--- src/rtl/nvm_prog_pkg.sv ---
package nvm_prog_pkg;

    typedef enum logic [1:0] {
        REG_CTRL = 2'd0,
        REG_KEY  = 2'd1,
        REG_ADDR = 2'd2,
        REG_DATA = 2'd3
    } nvm_reg_e;

    typedef enum logic [1:0] {
        LK_IDLE,
        LK_ARMED,
        LK_HALF,
        LK_OPEN
    } lk_state_e;

    typedef enum logic {
        SQ_IDLE,
        SQ_RUN
    } sq_state_e;

    localparam logic [31:0] KEY_ARM    = 32'h0000_0000;
    localparam logic [31:0] KEY_FIRST  = 32'hAA99_6655;
    localparam logic [31:0] KEY_SECOND = 32'h5566_99AA;

    localparam logic [3:0] OP_NOP   = 4'd0;
    localparam logic [3:0] OP_WORD  = 4'd1;
    localparam logic [3:0] OP_ERASE = 4'd4;

    localparam int CB_START = 15;
    localparam int CB_WEN   = 14;
    localparam int CB_WERR  = 13;
    localparam int CB_LVERR = 12;

    function automatic logic [31:0] apply_alias(
        input logic [31:0] cur,
        input logic [31:0] wd,
        input logic [1:0]  al
    );
        logic [31:0] res;
        case (al)
            2'd1:    res = cur & ~wd;
            2'd2:    res = cur | wd;
            default: res = wd;
        endcase
        return res;
    endfunction

    function automatic logic op_legal(input logic [3:0] op);
        return (op == OP_NOP) || (op == OP_WORD) || (op == OP_ERASE);
    endfunction

endpackage

--- src/rtl/nvm_unlock_fsm.sv ---
module nvm_unlock_fsm
    import nvm_prog_pkg::*;
(
    input  logic        clk,
    input  logic        rst_n,
    input  logic        key_wr,
    input  logic [31:0] key_val,
    input  logic        other_acc,
    input  logic        start_try,
    output logic        unlocked
);

    lk_state_e state_q;
    lk_state_e state_d;

    always_ff @(posedge clk or negedge rst_n) begin
        if (!rst_n) begin
            state_q <= LK_IDLE;
        end else begin
            state_q <= state_d;
        end
    end

    always_comb begin
        state_d = state_q;
        if (key_wr) begin
            if (key_val == KEY_ARM) begin
                state_d = LK_ARMED;
            end else begin
                unique case (state_q)
                    LK_IDLE:  state_d = LK_IDLE;
                    LK_ARMED: state_d = (key_val == KEY_FIRST)  ? LK_HALF : LK_IDLE;
                    LK_HALF:  state_d = (key_val == KEY_SECOND) ? LK_OPEN : LK_IDLE;
                    LK_OPEN:  state_d = LK_IDLE;
                endcase
            end
        end else if (start_try) begin
            state_d = LK_IDLE;
        end else if (other_acc) begin
            unique case (state_q)
                LK_IDLE:  state_d = LK_IDLE;
                LK_ARMED: state_d = LK_IDLE;
                LK_HALF:  state_d = LK_IDLE;
                LK_OPEN:  state_d = LK_OPEN;
            endcase
        end
    end

    always_comb begin
        unlocked = (state_q == LK_OPEN);
    end

endmodule

--- src/rtl/nvm_op_seq.sv ---
module nvm_op_seq
    import nvm_prog_pkg::*;
#(
    parameter int AW     = 6,
    parameter int WR_CYC = 8,
    parameter int ER_CYC = 64
) (
    input  logic          clk,
    input  logic          rst_n,
    input  logic          go,
    input  logic [3:0]    go_op,
    input  logic [AW-1:0] go_idx,
    input  logic [31:0]   go_data,
    input  logic          low_volt,
    output logic          busy,
    output logic          fin,
    output logic          fin_lv,
    output logic          fin_nop,
    output logic          do_write,
    output logic          do_erase,
    output logic [AW-1:0] op_idx,
    output logic [31:0]   op_data
);

    localparam int MAXC = (WR_CYC > ER_CYC) ? WR_CYC : ER_CYC;
    localparam int CW   = $clog2(MAXC + 1);

    sq_state_e     state_q;
    logic [CW-1:0] cnt_q;
    logic [3:0]    op_q;
    logic [CW-1:0] load_val;

    always_comb begin
        if (go_op == OP_WORD) begin
            load_val = CW'(WR_CYC);
        end else if (go_op == OP_ERASE) begin
            load_val = CW'(ER_CYC);
        end else begin
            load_val = CW'(1);
        end
    end

    always_ff @(posedge clk or negedge rst_n) begin
        if (!rst_n) begin
            state_q <= SQ_IDLE;
            cnt_q   <= '0;
            op_q    <= OP_NOP;
            op_idx  <= '0;
            op_data <= '0;
        end else begin
            unique case (state_q)
                SQ_IDLE: begin
                    if (go) begin
                        state_q <= SQ_RUN;
                        cnt_q   <= load_val;
                        op_q    <= go_op;
                        op_idx  <= go_idx;
                        op_data <= go_data;
                    end
                end
                SQ_RUN: begin
                    if (cnt_q == CW'(1)) begin
                        state_q <= SQ_IDLE;
                        cnt_q   <= '0;
                    end else begin
                        cnt_q <= cnt_q - CW'(1);
                    end
                end
            endcase
        end
    end

    always_comb begin
        busy     = (state_q == SQ_RUN);
        fin      = busy && (cnt_q == CW'(1));
        fin_nop  = fin && (op_q == OP_NOP);
        fin_lv   = fin && !fin_nop && low_volt;
        do_write = fin && !low_volt && (op_q == OP_WORD);
        do_erase = fin && !low_volt && (op_q == OP_ERASE);
    end

endmodule

--- src/rtl/nvm_word_array.sv ---
module nvm_word_array #(
    parameter int WORDS      = 64,
    parameter int PAGE_WORDS = 16
) (
    input  logic                     clk,
    input  logic                     rst_n,
    input  logic                     wr_en,
    input  logic                     er_en,
    input  logic [$clog2(WORDS)-1:0] idx,
    input  logic [31:0]              wdata,
    input  logic [$clog2(WORDS)-1:0] rd_idx,
    output logic [31:0]              rd_data
);

    localparam int AW  = $clog2(WORDS);
    localparam int PGB = $clog2(PAGE_WORDS);

    logic [31:0] mem [WORDS];

    always_ff @(posedge clk or negedge rst_n) begin
        if (!rst_n) begin
            for (int i = 0; i < WORDS; i++) begin
                mem[i] <= '1;
            end
        end else begin
            for (int i = 0; i < WORDS; i++) begin
                if (er_en && ((AW'(i) >> PGB) == (idx >> PGB))) begin
                    mem[i] <= '1;
                end else if (wr_en && (AW'(i) == idx)) begin
                    mem[i] <= mem[i] & wdata;
                end
            end
        end
    end

    assign rd_data = mem[rd_idx];

endmodule

--- src/rtl/nvm_prog_ctrl.sv ---
module nvm_prog_ctrl
    import nvm_prog_pkg::*;
#(
    parameter int WORDS      = 64,
    parameter int PAGE_WORDS = 16,
    parameter int WR_CYC     = 8,
    parameter int ER_CYC     = 64
) (
    input  logic                     clk,
    input  logic                     rst_n,
    input  logic                     bus_wr,
    input  logic                     bus_rd,
    input  logic [3:0]               bus_sel,
    input  logic [31:0]              bus_wdata,
    output logic [31:0]              bus_rdata,
    input  logic                     low_volt,
    input  logic [$clog2(WORDS)-1:0] arr_idx,
    output logic [31:0]              arr_word
);

    localparam int AW = $clog2(WORDS);

    nvm_reg_e    reg_sel;
    logic [1:0]  al_sel;
    logic        wen_q, werr_q, lverr_q;
    logic [3:0]  op_q;
    logic [31:0] addr_q, data_q, key_q;
    logic [31:0] ctrl_cur, ctrl_new;
    logic        ctrl_wr, key_wr, other_acc;
    logic        start_req, start_ok, start_bad;
    logic        lk_open;
    logic        seq_busy, seq_fin, seq_fin_lv, seq_fin_nop;
    logic        seq_do_write, seq_do_erase;
    logic [AW-1:0] seq_idx;
    logic [31:0]   seq_data;

    always_comb begin
        reg_sel   = nvm_reg_e'(bus_sel[3:2]);
        al_sel    = bus_sel[1:0];
        ctrl_cur  = '0;
        ctrl_cur[CB_START] = seq_busy;
        ctrl_cur[CB_WEN]   = wen_q;
        ctrl_cur[CB_WERR]  = werr_q;
        ctrl_cur[CB_LVERR] = lverr_q;
        ctrl_cur[3:0]      = op_q;
        ctrl_new  = apply_alias(ctrl_cur, bus_wdata, al_sel);
        ctrl_wr   = bus_wr && (reg_sel == REG_CTRL);
        key_wr    = bus_wr && (reg_sel == REG_KEY);
        other_acc = (bus_wr || bus_rd) && (reg_sel != REG_KEY);
        start_req = ctrl_wr && !seq_busy && ctrl_new[CB_START];
        start_ok  = start_req && lk_open && ctrl_new[CB_WEN] && op_legal(ctrl_new[3:0]);
        start_bad = start_req && !start_ok;
    end

    always_ff @(posedge clk or negedge rst_n) begin
        if (!rst_n) begin
            wen_q   <= 1'b0;
            werr_q  <= 1'b0;
            lverr_q <= 1'b0;
            op_q    <= OP_NOP;
            addr_q  <= '0;
            data_q  <= '0;
            key_q   <= '0;
        end else begin
            if (ctrl_wr && !seq_busy) begin
                wen_q <= ctrl_new[CB_WEN];
                op_q  <= ctrl_new[3:0];
            end
            if (start_bad) begin
                werr_q <= 1'b1;
            end else if (seq_fin_nop) begin
                werr_q <= 1'b0;
            end
            if (seq_fin_lv) begin
                lverr_q <= 1'b1;
            end else if (seq_fin_nop) begin
                lverr_q <= 1'b0;
            end
            if (bus_wr && (reg_sel == REG_ADDR)) begin
                addr_q <= apply_alias(addr_q, bus_wdata, al_sel);
            end
            if (bus_wr && (reg_sel == REG_DATA)) begin
                data_q <= apply_alias(data_q, bus_wdata, al_sel);
            end
            if (key_wr) begin
                key_q <= apply_alias(key_q, bus_wdata, al_sel);
            end
        end
    end

    always_comb begin
        unique case (reg_sel)
            REG_CTRL: bus_rdata = ctrl_cur;
            REG_KEY:  bus_rdata = '0;
            REG_ADDR: bus_rdata = addr_q;
            REG_DATA: bus_rdata = data_q;
        endcase
    end

    nvm_unlock_fsm u_unlock (
        .clk       (clk),
        .rst_n     (rst_n),
        .key_wr    (key_wr),
        .key_val   (apply_alias(key_q, bus_wdata, al_sel)),
        .other_acc (other_acc),
        .start_try (start_req),
        .unlocked  (lk_open)
    );

    nvm_op_seq #(
        .AW     (AW),
        .WR_CYC (WR_CYC),
        .ER_CYC (ER_CYC)
    ) u_seq (
        .clk      (clk),
        .rst_n    (rst_n),
        .go       (start_ok),
        .go_op    (ctrl_new[3:0]),
        .go_idx   (addr_q[AW+1:2]),
        .go_data  (data_q),
        .low_volt (low_volt),
        .busy     (seq_busy),
        .fin      (seq_fin),
        .fin_lv   (seq_fin_lv),
        .fin_nop  (seq_fin_nop),
        .do_write (seq_do_write),
        .do_erase (seq_do_erase),
        .op_idx   (seq_idx),
        .op_data  (seq_data)
    );

    nvm_word_array #(
        .WORDS      (WORDS),
        .PAGE_WORDS (PAGE_WORDS)
    ) u_array (
        .clk     (clk),
        .rst_n   (rst_n),
        .wr_en   (seq_do_write),
        .er_en   (seq_do_erase),
        .idx     (seq_idx),
        .wdata   (seq_data),
        .rd_idx  (arr_idx),
        .rd_data (arr_word)
    );

endmodule

--- config.mk ---
export PLATFORM = sky130hd
export DESIGN_NAME = nvm_prog_ctrl
export DESIGN_NICKNAME = d
export VERILOG_FILES = /design/src/rtl/nvm_prog_pkg.sv /design/src/rtl/nvm_unlock_fsm.sv /design/src/rtl/nvm_op_seq.sv /design/src/rtl/nvm_word_array.sv /design/src/rtl/nvm_prog_ctrl.sv
export SDC_FILE = /design/constraint.sdc
export NUM_CORES = 2
export LEC_CHECK = 0
export BUFFER_PORTS_ARGS = -buffer_cell sky130_fd_sc_hd__clkbuf_2
export CELL_PAD_IN_SITES_DETAIL_PLACEMENT = 1
export CELL_PAD_IN_SITES_GLOBAL_PLACEMENT = 1
export CORE_ASPECT_RATIO = 1.2
export CORE_MARGIN = 2
export CORE_UTILIZATION = 40
export DETAILED_ROUTE_END_ITERATION = 7
export PLACE_DENSITY_LB_ADDON = 0.1
export RECOVER_POWER = 50
export SLEW_MARGIN = 20
export SYNTH_ARGS = -nofsm -noshare
export SYNTH_HDL_FRONTEND = slang
export SYNTH_SLANG_ARGS = --single-unit
export TNS_END_PERCENT = 5
--- constraint.sdc ---
create_clock -name clk -period 4.44 [get_ports clk]
set_input_delay 0.666 -clock clk [delete_from_list [all_inputs] [get_ports clk]]
set_output_delay 0.666 -clock clk [all_outputs]
set_load 0.03 [all_outputs]
Word level (Yosys, flattened, before mapping)
Cells that the tools add are included.

word-level totals
  register bits after elaboration = 2203
  input bits = 47
  output and inout port bits = 64

cells by class
  add/subtract/negate cells = 1
  order comparisons = 1
  equal/unequal tests = 83
  mux-type cells = 155
  bitwise logic cells = 75
  reduce and logical (&&, ||, !) cells = 170

operators by type and width
  cell                  number
  $mux 32               130
  $and 32x32->32        67
  $bmux 32 s6           1
  $eq 6x6->1 const A    32
  $pmux 32 s2           3
  $reduce_bool 2->1     66
  $pmux 32 s4           1
  $eq 5x6->1 const A    16
  $or 32x32->32         3
  $logic_and 1x1->1     86
  $eq 4x6->1 const A    8
  $eq 32x31->1 const B  1
  $eq 32x32->1 const B  1
  $logic_not 32->1      1
  $not 32->32           1
  $pmux 16 s2           1
  $mux 7                4
  $eq 3x6->1 const A    4
  $and 16x16->16        1
  $or 16x16->16         1
  $pmux 7 s2            1
  $eq 2x6->1 const A    2
  $logic_not 6->1       2
  $mux 2                6
  26 further kinds      46

Longest topological paths before layout
  word-level depth = 10
  depth in mapped cells = 11
  mapped depth without buffers = 8

By module
Synthesis repeated with hierarchy kept, for this count alone.

unflattened totals
  cell total of the unflattened synthesis = 8891
  area total of the unflattened synthesis = 98520.7 um^2

modules (own cells, without submodules)
  module          instances  cells each  area an instance (um^2)
  nvm_word_array  1          8036        90740.8
  nvm_prog_ctrl   1          585         5422.7
  nvm_op_seq      1          234         2087.0
  nvm_unlock_fsm  1          36          270.3

Least setup slack after synthesis
No wires, ideal clock.

  path type = input-to-output
  from = input port arr_idx[0]
  to = output port arr_word[12]
  arrival time = 2.843 ns
  required time = 3.774 ns
  slack = 0.931 ns
  stages on the path = 9
  path buffers = 5
  cell sequence = buf_2 -> buf_2 -> buf_2 -> buf_2 -> clkbuf_1 -> a211oi_1 -> a21oi_1 -> o22ai_1 -> a221oi_1

between the ends
  longest elaborated chain between the ends = 4

ends and longest elaborated chain
  item                                        RTL line              RTL
  start, declared                             nvm_prog_ctrl.sv:17   input logic [$clog2(WORDS)-1:0] arr_idx,
  $not 6->7 (implied by the code)             nvm_word_array.sv:36  assign rd_data = mem[rd_idx];
  $bmux 32 s6                                 nvm_word_array.sv:36
  $mux 32 (implied by the code) (2 in a row)  nvm_word_array.sv:36
  end, declared                               nvm_prog_ctrl.sv:18   output logic [31:0] arr_word

No other way between the ends. The select of a mux whose other input is x is not followed.

Final worst setup path
  from = register u_array.mem[1889] (netlist name)
  to = output port arr_word[1]

between the ends
  longest elaborated chain between the ends = 3

ends and longest elaborated chain
  item                                        RTL line              RTL
  start, declared                             nvm_word_array.sv:18  logic [31:0] mem [WORDS];
  start signal, assigned by index             nvm_word_array.sv:30  mem[i] <= mem[i] & wdata;
  $bmux 32 s6                                 nvm_word_array.sv:36
  $mux 32 (implied by the code) (2 in a row)  nvm_word_array.sv:36

No other way between the ends. The select of a mux whose other input is x is not followed.

==> results.py <==
metrics = {
    "clock_network": {
        "cts_made_buffers": 238,
        "cts-root-buf": "clkbuf_16",
        "htree_levels": 4,
        "holdBufCountCts": 0,
        "cts_resized": 0,
        "cts.sinks": 2203,
        "cts_tree": "done",
        "clock_path_buffers": 4,
        "clk_latency_ns": 0.90,
        "path_clk_slew_ns": 0.06,
        "post_cts_buffers": 0,
    },
    "timing": {
        "finalCritPeriodShare_pct": 97.69,
        "min_period_ns": 4.337,
        "fin_tns_setup_ns": 0,
        "fmax_mhz": 230.6,
        "slew_viol_final": 1105,
        "finalClockSkew_ns": 0.04288,
        "layout_setup_ws_ns": 0.1027,
        "worst_slew_pin_slew_ns": 3.018,
        "holdWs_ns": 0.1114,
        "rsz0062_at_grt": "false",
        "hold_viol_final": 0,
        "max-slew-margin-rel_pct": -101.2,
        "setup_viol": 0,
    },
    "drt": {
        "vias": 70620,
        "ant_nets": 0,
        "wl_per_cell_um": 28.34,
        "drt_iter0_markers": 5523,
        "wl_mm": 340.0,
        "drcViolationCount": 0,
        "routed_via_density": 5.886,
        "firstDrtPassIters": 5,
    },
    "synthesis": {
        "synth-simple-area-share_pct": 10.64,
        "synth_top_family_by_area": "multiplexers",
        "synth-seq-cells": 2203,
        "yosysMostFrequentCell": "nand2_1",
        "synthMuxAreaShare_pct": 14.34,
        "synth_top_flop_cell": "dfstp_2",
        "async_reset_ff_share_pct": 100.0,
        "synth_area_per_cell_um2": 11.21,
        "yosys_warnings": 0,
        "synthXorXnorAreaFrac_pct": 0.02673,
        "syn_nets": 8820,
        "yosysTopAreaCell": "dfstp_2",
        "synth_compound_area_share_pct": 12.74,
        "synth_area_leaders": "dfstp_2 55%, mux4_2 14%, o21ai_0 9.2%, nand2_1 8.8%, dfrtp_1 3.9%",
        "synth_top_cell_area_share_pct": 54.73,
        "syn-cell-area_um2": 98320,
        "synthAdderAreaFrac_pct": 0.05090,
        "ys_types": 49,
        "synth_edf_count": 0,
        "yosysSeqAreaShare_pct": 58.68,
        "syn-instance-count": 8769,
        "ys_top_cells_by_count": "2301 x nand2_1, 2048 x dfstp_2, 1809 x o21ai_0, 706 x clkbuf_1, 606 x mux4_2",
    },
    "hold_path": {
        "hold_path.class": "in2reg",
        "hold_start": "bus_wdata[22]",
    },
    "global_routing": {
        "first_global_vias": 76530,
        "grtUsageTotal_pct": 27.20,
        "grt_max_degree": 209,
        "grt_pass1_wl_mm": 513.4,
        "grt_overflow": 0,
        "antenna_found_initial": 24,
    },
    "pwr": {
        "swShare_pct": 23.39,
        "p_leak_nw": 52.34,
        "p_switching_mw": 10.11,
        "powerDensity_nw_per_um2": 389.6,
        "intPower_mw": 33.10,
        "seq_power_share_pct": 47.6,
        "peakVddDrop_mv": 0.3747,
        "clockPowerShare_pct": 47.7,
        "total_power_mw": 43.20,
        "pwr-share-comb_pct": 4.8,
    },
    "floorplan": {
        "die_w_um": 456.6,
        "initial_utilization_pct": 40.17,
        "fp.coreArea_um2": 244800,
        "io_pins": 111,
        "dieArea_um2": 249800,
        "die_h_um": 547.1,
        "rows": 199,
    },
    "place": {
        "place_ws_ns": 0.1425,
        "hpwlAfterDp_mm": 193.6,
        "dp.cells": 11550,
        "gp_congestion": 0.7990,
        "port_buffers": 110,
    },
    "cells_and_area": {
        "instances_no_fill": 12000,
        "area_growth_pct": 12.80,
        "fin_nets": 8627,
        "drive_gt1_share_pct": 40.93,
    },
    "worst_setup_path": {
        "required_ns": 3.77,
        "crit_arrival_ns": 3.67,
        "slowest_delay_ns": 0.73,
        "timing_worst_setup_path_type": "reg2out",
        "path_cells": "mux4_2 -> nor2b_1 -> a211oi_1 -> a21oi_1 -> o22ai_1 -> a221oi_1 -> buf_4 -> clkbuf_2",
        "setup.worst_path.end_class": "output pin",
        "cp-start-kind": "flop",
        "slowest_stage": "a221oi_1",
        "cp_max_fo": 2,
        "crit_path_start": "u_array.mem[1889]",
        "reg2reg_from": "u_seq.busy",
    },
    "outcome": {
        "violations": "capacitance limit, slew limit",
        "status": "finished with violations",
    },
    "run": {
        "maxCapViolations": 13,
    },
}
-- layout make-up --
cell class	count	area, µm²
fillers	25630	133900
flip-flops and latches	2203	57740
multi-input cells	5683	37390
clock buffers	345	7111
well taps	3216	4024
repair buffers	438	3631
clock inverters	86	922.1
inverters	12	45.04
diodes	14	35.03
-- critical path: cells and delay by family (launching register included) --
kind	cells	cell delay (ns)
AND/OR/NAND/NOR	1	0.13
multiplexers	1	0.22
buffers and inverters	2	0.53
flip-flops	1	0.52
AO/OA/AOI/OAI	4	1.39
-- final timing paths --
| check | to | slack, ns | cells after the start |
|---|---|---|---|
| hold reg to reg | u_seq.op_data[19] | 0.47 | 2 |
| hold / removal | addr_q[22] | 0.11 | 3 |
| setup reg to reg | u_seq.op_data[26] | 0.72 | 7 |
| setup / recovery | arr_word[1] | 0.10 | 8 |
| max in group asynchronous | u_array.mem[1462] | 0.50 | 2 |
| min in group asynchronous | u_array.mem[894] | 1.64 | 1 |
-- cell usage in the layout (no fill, tap or decap), drive strengths merged, types with 70 or more instances in the layout --
master and n:
dfrtp 155, o21ai 2094, a21oi 100, nand2 2301, clkbuf 484, a22oi 70
nor2 141, nor2b 89, mux4 606, buf 299, dfstp 2048
-- power groups by stage --
stage	Clock, mW	Sequential, mW	Combinational (mW)
after floorplan	0	20.7	1.05
after global placement	0	20.8	2.09
after detailed placement	0	20.8	2.12
after CTS	21.1	20.5	2.13
after global routing	21.8	20.6	2.24
final	20.6	20.5	2.06
-- per-stage QoR --
| step | utilization, % | instance area, µm² |
|---|---|---|
| after floorplan | - | 98320 |
| after global placement | 42.09 | 103000 |
| after CTS | 45.37 | 111100 |
| after global routing | 45.30 | 110900 |
| final | 45.31 | 110900 |
| after detailed placement | 42.09 | 103000 |
-- cells by family after synthesis --
| kind of cell | count (synthesis) |
|---|---|
| fa+ha+maj | 4 |
| buf+inv | 883 |
| compound gates | 2394 |
| flops | 2203 |
| simple gates | 2632 |
| mux | 650 |
| xor+xnor | 3 |
-- registers in the layout, indices dropped and copies added (netlist names) --
signal,count
addr_q,32
data_q,32
key_q,32
lverr_q,1
op_q,4
u_array.mem,2048
u_seq.busy,1
u_seq.cnt_q,7
u_seq.op_data,32
u_seq.op_idx,6
u_seq.op_q,4
u_unlock.state_q,2
wen_q,1
werr_q,1
-- per-layer routing --
| metal | global-route usage, % | vias to the layer above | wire length [µm] |
|---|---|---|---|
| met5 | 0 | - | 12 |
| met1 | 36.90 | 38510 | 147000 |
| met4 | 8.915 | 2 | 11180 |
| met2 | 45.66 | 1555 | 167500 |
| met3 | 3.056 | 509 | 14310 |
| li1 | - | 30040 | - |
Note: power is estimated with default switching activity, not from simulation.
